$ cat config.mk
export PLATFORM = sky130hd
export DESIGN_NAME = rmii_rx_frame
export DESIGN_NICKNAME = d
export VERILOG_FILES = /design/src/rtl/rmii_rx_pkg.sv /design/src/rtl/rmii_rx_sampler.sv /design/src/rtl/rmii_rx_fcs.sv /design/src/rtl/rmii_rx_framer.sv /design/src/rtl/rmii_rx_frame.sv
export SDC_FILE = /design/constraint.sdc
export NUM_CORES = 1
export LEC_CHECK = 0
export ABC_AREA = 0
export BUFFER_PORTS_ARGS = -buffer_cell sky130_fd_sc_hd__clkbuf_2
export CAP_MARGIN = 10
export CORE_MARGIN = 2
export CORE_UTILIZATION = 55
export DETAILED_ROUTE_END_ITERATION = 12
export GPL_TIMING_DRIVEN = 0
export PLACE_DENSITY = 0.72
export SYNTH_ARGS = -nofsm -noshare
export SYNTH_HDL_FRONTEND = slang
export SYNTH_HIERARCHICAL = 1
export SYNTH_SLANG_ARGS = --single-unit
export TNS_END_PERCENT = 1
$ cat constraint.sdc
create_clock -name clk_i -period 3.4 [get_ports clk_i]
set_input_delay 0.34 -clock clk_i [delete_from_list [all_inputs] [get_ports clk_i]]
set_output_delay 0.34 -clock clk_i [all_outputs]
set_load 0.005 [all_outputs]
$ cat src/rtl/rmii_rx_pkg.sv
package rmii_rx_pkg;

  typedef enum logic [2:0] {
    S_IDLE,
    S_ARMED,
    S_PRE_D0,
    S_PRE_D1LO,
    S_PRE_SFD,
    S_DATA
  } rx_state_e;

  localparam logic [31:0] CRC_POLY    = 32'hEDB8_8320;
  localparam logic [31:0] CRC_PRESET  = 32'hFFFF_FFFF;
  // register value after a correct frame plus its FCS has been folded in
  localparam logic [31:0] CRC_RESIDUE = 32'hDEBB_20E3;

  function automatic logic [31:0] crc_step(input logic [31:0] c, input logic [7:0] b);
    logic [31:0] r;
    r = c ^ {24'd0, b};
    for (int i = 0; i < 8; i++) begin
      r = r[0] ? ((r >> 1) ^ CRC_POLY) : (r >> 1);
    end
    return r;
  endfunction

endpackage

$ cat src/rtl/rmii_rx_sampler.sv
module rmii_rx_sampler #(
  parameter int DIV = 10,
  localparam int CW = $clog2(DIV),
  localparam int CENTER = DIV / 2
) (
  input  logic       clk_i,
  input  logic       rst_ni,
  input  logic [1:0] rxd_i,
  input  logic       crs_dv_i,
  output logic [1:0] rxd_o,
  output logic       crs_o,
  output logic       rise_o,
  output logic       tick_o
);

  logic [1:0]    rxd_q;
  logic          crs_q, crs_d;
  logic [CW-1:0] cnt_q;

  // carrier regs reset high so a carrier already up at reset is not an edge
  always_ff @(posedge clk_i or negedge rst_ni) begin
    if (!rst_ni) begin
      rxd_q <= '0;
      crs_q <= 1'b1;
      crs_d <= 1'b1;
    end else begin
      rxd_q <= rxd_i;
      crs_q <= crs_dv_i;
      crs_d <= crs_q;
    end
  end

  assign rise_o = crs_q & ~crs_d;

  always_ff @(posedge clk_i or negedge rst_ni) begin
    if (!rst_ni)                      cnt_q <= '0;
    else if (rise_o)                  cnt_q <= CW'(1);
    else if (cnt_q == CW'(DIV - 1))   cnt_q <= '0;
    else                              cnt_q <= cnt_q + CW'(1);
  end

  assign tick_o = (cnt_q == CW'(CENTER));
  assign rxd_o  = rxd_q;
  assign crs_o  = crs_q;

  a_r4_tick_spacing: assert property (@(posedge clk_i) disable iff (!rst_ni)
    tick_o |=> !tick_o);

  a_r4_rise_no_tick: assert property (@(posedge clk_i) disable iff (!rst_ni)
    rise_o |=> !tick_o);

endmodule

$ cat src/rtl/rmii_rx_fcs.sv
module rmii_rx_fcs
  import rmii_rx_pkg::*;
(
  input  logic       clk_i,
  input  logic       rst_ni,
  input  logic       clear_i,
  input  logic       vld_i,
  input  logic [7:0] byte_i,
  output logic       ok_o
);

  logic [31:0] crc_q;

  always_ff @(posedge clk_i or negedge rst_ni) begin
    if (!rst_ni)      crc_q <= CRC_PRESET;
    else if (clear_i) crc_q <= CRC_PRESET;
    else if (vld_i)   crc_q <= crc_step(crc_q, byte_i);
  end

  assign ok_o = (crc_q == CRC_RESIDUE);

  a_r8_clear_not_ok: assert property (@(posedge clk_i) disable iff (!rst_ni)
    clear_i |=> !ok_o);

endmodule

$ cat src/rtl/rmii_rx_framer.sv
module rmii_rx_framer
  import rmii_rx_pkg::*;
#(
  parameter int MIN_LEN = 64,
  parameter int MAX_LEN = 1522,
  localparam int AW = $clog2(MAX_LEN),
  localparam int LW = $clog2(MAX_LEN + 2)
) (
  input  logic          clk_i,
  input  logic          rst_ni,
  input  logic [1:0]    rxd_i,
  input  logic          crs_i,
  input  logic          rise_i,
  input  logic          tick_i,
  input  logic          fcs_ok_i,
  output logic          start_o,
  output logic          byte_vld_o,
  output logic          wr_en_o,
  output logic          wr_bank_o,
  output logic [AW-1:0] wr_addr_o,
  output logic [7:0]    wr_data_o,
  output logic          done_o,
  output logic          done_bank_o,
  output logic [LW-1:0] done_len_o,
  output logic          done_accept_o,
  output logic          done_fcs_ok_o
);

  localparam logic [LW-1:0] LEN_MIN = LW'(MIN_LEN);
  localparam logic [LW-1:0] LEN_MAX = LW'(MAX_LEN);
  localparam logic [LW-1:0] LEN_SAT = LW'(MAX_LEN + 1);

  rx_state_e     state_q;
  logic [7:0]    sr_q, byte_q;
  logic [1:0]    dcnt_q;
  logic [LW-1:0] bcnt_q;
  logic          bank_q;
  logic [7:0]    sr_nxt;
  logic          len_ok;

  assign sr_nxt = {rxd_i, sr_q[7:2]};
  assign len_ok = (bcnt_q >= LEN_MIN) && (bcnt_q <= LEN_MAX);

  always_ff @(posedge clk_i or negedge rst_ni) begin
    if (!rst_ni) begin
      state_q       <= S_IDLE;
      sr_q          <= '0;
      byte_q        <= '0;
      dcnt_q        <= '0;
      bcnt_q        <= '0;
      bank_q        <= 1'b0;
      start_o       <= 1'b0;
      byte_vld_o    <= 1'b0;
      wr_en_o       <= 1'b0;
      wr_addr_o     <= '0;
      done_o        <= 1'b0;
      done_bank_o   <= 1'b0;
      done_len_o    <= '0;
      done_accept_o <= 1'b0;
      done_fcs_ok_o <= 1'b0;
    end else begin
      start_o    <= 1'b0;
      byte_vld_o <= 1'b0;
      wr_en_o    <= 1'b0;
      done_o     <= 1'b0;
      unique case (state_q)
        S_IDLE:  if (!crs_i) state_q <= S_ARMED;
        S_ARMED: if (rise_i) state_q <= S_PRE_D0;
        S_PRE_D0: if (tick_i) begin
          if (!crs_i)        state_q <= S_ARMED;
          else if (rxd_i[0]) state_q <= S_PRE_D1LO;
        end
        S_PRE_D1LO: if (tick_i) begin
          if (!crs_i)         state_q <= S_ARMED;
          else if (!rxd_i[1]) state_q <= S_PRE_SFD;
        end
        S_PRE_SFD: if (tick_i) begin
          if (!crs_i) state_q <= S_ARMED;
          else if (rxd_i[1]) begin
            state_q <= S_DATA;
            dcnt_q  <= '0;
            bcnt_q  <= '0;
            start_o <= 1'b1;
          end
        end
        S_DATA: if (tick_i) begin
          if (!crs_i) begin
            // closing sample: partial byte in sr_q is dropped
            done_o        <= 1'b1;
            done_bank_o   <= bank_q;
            done_len_o    <= bcnt_q;
            done_accept_o <= len_ok & fcs_ok_i;
            done_fcs_ok_o <= fcs_ok_i;
            bank_q        <= ~bank_q;
            state_q       <= S_ARMED;
          end else begin
            sr_q   <= sr_nxt;
            dcnt_q <= dcnt_q + 2'd1;
            if (dcnt_q == 2'd3) begin
              byte_q     <= sr_nxt;
              byte_vld_o <= 1'b1;
              if (bcnt_q < LEN_MAX) begin
                wr_en_o   <= 1'b1;
                wr_addr_o <= AW'(bcnt_q);
              end
              if (bcnt_q != LEN_SAT) bcnt_q <= bcnt_q + LW'(1);
            end
          end
        end
        default: state_q <= S_IDLE;
      endcase
    end
  end

  assign wr_bank_o = bank_q;
  assign wr_data_o = byte_q;

  a_r7_addr_bound: assert property (@(posedge clk_i) disable iff (!rst_ni)
    wr_en_o |-> (wr_addr_o < AW'(MAX_LEN)));

  a_r6_done_pulse: assert property (@(posedge clk_i) disable iff (!rst_ni)
    done_o |=> !done_o);

  a_r6_bank_flip: assert property (@(posedge clk_i) disable iff (!rst_ni)
    done_o |-> (wr_bank_o != done_bank_o));

  a_r7_accept_len: assert property (@(posedge clk_i) disable iff (!rst_ni)
    (done_o && done_accept_o) |-> (done_len_o >= LEN_MIN && done_len_o <= LEN_MAX));

  a_r5_no_write_at_end: assert property (@(posedge clk_i) disable iff (!rst_ni)
    done_o |-> !wr_en_o);

  a_r4_write_spacing: assert property (@(posedge clk_i) disable iff (!rst_ni)
    wr_en_o |=> !wr_en_o);

endmodule

$ cat src/rtl/rmii_rx_frame.sv
module rmii_rx_frame #(
  parameter int DIV = 10,
  parameter int MIN_LEN = 64,
  parameter int MAX_LEN = 1522,
  localparam int AW = $clog2(MAX_LEN),
  localparam int LW = $clog2(MAX_LEN + 2)
) (
  input  logic          clk_i,
  input  logic          rst_ni,
  input  logic [1:0]    rxd_i,
  input  logic          crs_dv_i,
  output logic          wr_en_o,
  output logic          wr_bank_o,
  output logic [AW-1:0] wr_addr_o,
  output logic [7:0]    wr_data_o,
  output logic          done_o,
  output logic          done_bank_o,
  output logic [LW-1:0] done_len_o,
  output logic          done_accept_o,
  output logic          done_fcs_ok_o
);

  logic [1:0] s_rxd;
  logic       s_crs, s_rise, s_tick;
  logic       f_start, f_vld, fcs_ok;

  rmii_rx_sampler #(.DIV(DIV)) u_smp (
    .clk_i    (clk_i),
    .rst_ni   (rst_ni),
    .rxd_i    (rxd_i),
    .crs_dv_i (crs_dv_i),
    .rxd_o    (s_rxd),
    .crs_o    (s_crs),
    .rise_o   (s_rise),
    .tick_o   (s_tick)
  );

  rmii_rx_framer #(.MIN_LEN(MIN_LEN), .MAX_LEN(MAX_LEN)) u_frm (
    .clk_i         (clk_i),
    .rst_ni        (rst_ni),
    .rxd_i         (s_rxd),
    .crs_i         (s_crs),
    .rise_i        (s_rise),
    .tick_i        (s_tick),
    .fcs_ok_i      (fcs_ok),
    .start_o       (f_start),
    .byte_vld_o    (f_vld),
    .wr_en_o       (wr_en_o),
    .wr_bank_o     (wr_bank_o),
    .wr_addr_o     (wr_addr_o),
    .wr_data_o     (wr_data_o),
    .done_o        (done_o),
    .done_bank_o   (done_bank_o),
    .done_len_o    (done_len_o),
    .done_accept_o (done_accept_o),
    .done_fcs_ok_o (done_fcs_ok_o)
  );

  rmii_rx_fcs u_fcs (
    .clk_i   (clk_i),
    .rst_ni  (rst_ni),
    .clear_i (f_start),
    .vld_i   (f_vld),
    .byte_i  (wr_data_o),
    .ok_o    (fcs_ok)
  );

endmodule

==> impl_results.md <==
* Status: completed
* Vias per cell at 5.63
* Routed WL per cell at 16.7 um
* Synthesized area at between 5000 and 6000 um2
* FF+latch count, synth at 100
* Initial Util at 0.567
* Critical path class: reg2reg
* Final core utilization at 0.630
* Clk sinks at 100
* Initial antenna violation count at 0
* Synth top area cells: dfrtp_1, dfstp_2, xnor2_1, mux2_2, xnor2_4
* Diodes inserted at 0
* Post-synth top area cell: dfrtp_1
* Vias at 3584
* Endpoints failing setup at 0
* Largest net degree at the start of global routing at 67
* Gp weighted congestion at 0.906
* Arrival @ worst endpoint at 3.11 ns
* Post-synth top flop: dfrtp_1
* Fin crit share at 0.837
* Max_cap viols at 0
* Antenna Nets Post-Route at 0
* CTS tree: yes
* Tot GR Track Use at 0.220
* Synthesized-area fraction occupied by adder cells at 0.0119
* Die W at 102 um
* Worst clock skew at roughly 0.016 ns
* Layout cells sized above 1 at 0.307
* Initial drt markers at 227
* Area growth, synth to finish at 11.2%
* Post-synthesis sequential area ratio at 0.486
* Ports at 41
* Number of global-route vias before repair at 3534
* Postcts setup bufs at 0
* Clock transition at the registers of the reported paths at 0.11 ns
* Worst-Skew Late Latency at 0.37 ns
* First-pass GRT wire length at 17600 um
* Die H at 102 um
* Hold Path Class: in2reg
* Root Driver: clkbuf_8
* Required @ worst endpoint at 3.66 ns
* Filler cells at 764
* Final Hold Viols at 0
* Crit Path Max Fanout at 10
* Pwr per Cell Area at 424 nW/um2
* F_max at roughly 350 MHz
* Core Region at 9240 um2
* Reg2Reg Depth at 11
* Final WL at 10700 um
* Number of synthesized flops with an enable pin at 0
* Port Buffers at 40
* Fraction of registers with async set/reset at 1.00
* Residual DRC at 0
* Netlist cell types at 63
* Nets@finish at 513
* Synth top area share at 0.315
* Hpwl dp at approximately 7500 um
* Die Area at around 10000 um2
* Hold-critical path depth at 1
* Worst setup EP type: register
* Fin Hold WS at 0.0436 ns
* Compound-Gate Fraction of Synth Area at 0.121
* Post-Syn Instances at between 400 and 500
* Cts bufs inserted at 9
* Slew HR at 0.491
* Post-CTS Resized at 0
* Worst VDD drop at 0.280 mV
* H-tree levels at 3
* Synth warn at 6
* Avg Inst Size Synth at 11.6 um2
* Pre-Repair DR Iteration Count at 4
* Min cycle time layout at 2.85 ns
* RSZ-0062 raised after global routing: no
* Largest family of logic cells by synthesized area: XOR/XNOR gates
* Mux share of post-synthesis cell area at 0.0721
* Crit path launch type: register
* Syn_nets at 460
* Xor and xnor area share after synthesis at 0.150
* LEAKAGE at 0.00272 uW
* Slew @ Worst Pin at 0.761 ns
* Simple-Gate Fraction of Synth Area at 0.129
* Clock buffer depth at 2
* Setup TNS at 0 ns
* # rows at 35
* Slew Limit Fails at 0
* Gr ovfl total at 0
## area by class of cell
cell class / instances / area, um2 / share of cell area
Sequential cell: 100 / 2540 / 0.437
Tap cell: 129 / 161 / 0.0277
Clock inverter: 6 / 56.3 / 0.00967
Timing Repair Buffer: 42 / 240 / 0.0412
Inverter: 11 / 42.5 / 0.00730
Clock buffer: 10 / 128 / 0.0219
Multi-Input combinational cell: 318 / 2540 / 0.436
Buffer: 21 / 110 / 0.0189
## where the power goes
part	total (uW)	switching, uW	internal (uW)	leakage, uW
Combinational	423	232	191	0.00137
Clock	722	440	282	0.0000909
Sequential	1330	66.1	1260	0.00126
## cell usage after synthesis (2+ instances only)
cell	number
nor2b_1	5
and4_1	2
xor2_1	20
a211o_1	17
and2_1	7
o21ai_0	22
xnor2_4	7
nor2_1	28
or4_1	3
nor3_1	8
nand4_1	7
clkbuf_1	12
ha_1	5
xnor2_1	30
dfrtp_1	66
xor2_2	2
a31oi_1	2
a32o_1	2
buf_6	2
nand3_1	6
nor4b_1	2
mux2_2	20
and3_1	2
dfstp_2	34
nand2_1	37
a21oi_1	27
buf_2	4
nand4b_1	3
o31ai_1	7
o21bai_1	2
mux2_1	2
mux2_4	8
inv_1	8
o41ai_1	2
o31a_1	2
buf_4	3
a22o_1	2
nor4_1	2
xnor2_2	6
## stage by stage
stage          instances  total power, uW  worst slack (ns)  cell area (um2)
2_1_floorplan        450             1660             0.990             5240
3_3_place_gp         619             1750             0.655             5600
3_5_place_dp         620             1770             0.564             5630
4_1_cts              637             2490             0.537             5820
5_1_grt              637             2590             0.353             5820
6_report             637             2470             0.553             5820
## final timing paths
kind / start / end / slack, ns
worst max register to register: u_smp/cnt_q[1] / u_frm/wr_addr_o[9] / 0.55
worst min register to register: u_smp/crs_o / u_smp/crs_d / 0.44
min in group asynchronous: rst_ni / u_smp/cnt_q[0] / 0.51
max in group asynchronous: rst_ni / u_fcs/crc_q[7] / 2.16
worst min-delay path: crs_dv_i / u_smp/crs_o / 0.04
worst max-delay path: u_smp/cnt_q[1] / u_frm/wr_addr_o[9] / 0.55
## logic make-up (layout without fill, tap and decap cells)
group | after synthesis | after routing
xor+xnor | 66 | 66
simple gates | 123 | 123
compound gates | 93 | 93
buf+inv | 32 | 90
mux | 31 | 31
fa+ha+maj | 5 | 5
flops | 100 | 100
## layout by cell type, fill, tap and decap left out, types with 7 or more instances in the layout
cell      count
clkbuf_8      9
clkbuf_2     39
nand2_1      37
a21oi_1      27
o21ai_0      22
nand4_1       7
a211o_1      17
nor2_1       28
nor3_1        8
xnor2_1      30
xor2_1       20
xnor2_4       7
o31ai_1       7
dfstp_2      34
clkbuf_1     13
mux2_4        8
mux2_2       20
inv_1         8
dfrtp_1      66
and2_1        7
## layer usage
metal | routed length (um) | track usage | share of wire
met4 | 144 | 0.0665 | 0.014
met3 | 548 | 0.0359 | 0.051
met1 | 5120 | 0.326 | 0.48
met5 | 0 | 0 | 0
met2 | 4850 | 0.336 | 0.45
## worst max-delay path: stages (launching register included)
cell and delay [ns]:
dfrtp_1 0.43, inv_1 0.07, ha_1 0.18, inv_1 0.07
nor3b_1 0.62, and4b_1 0.29, buf_4 0.14, nand3_4 0.18
clkinv_2 0.14, a31oi_4 0.12, buf_6 0.19, mux2_4 0.30
## registers in the layout (all words and copies together), names as in the netlist, 3 cells and up
signal / count
u_frm/wr_data_o: 8
u_frm/done_len_o: 11
u_frm/state_q: 3
u_fcs/crc_q: 32
u_frm/wr_addr_o: 11
u_smp/cnt_q: 4
u_frm/bcnt_q: 11
u_frm/sr_q: 6
## what timing repair did
| action | 4_1_cts | 5_1_grt |
|---|---|---|
| hold endpoints to repair | 19 | 0 |
| setup endpoints to repair | 0 | 0 |
| hold buffers | 1 | 0 |
Note: power is estimated with default switching activity, not from simulation.
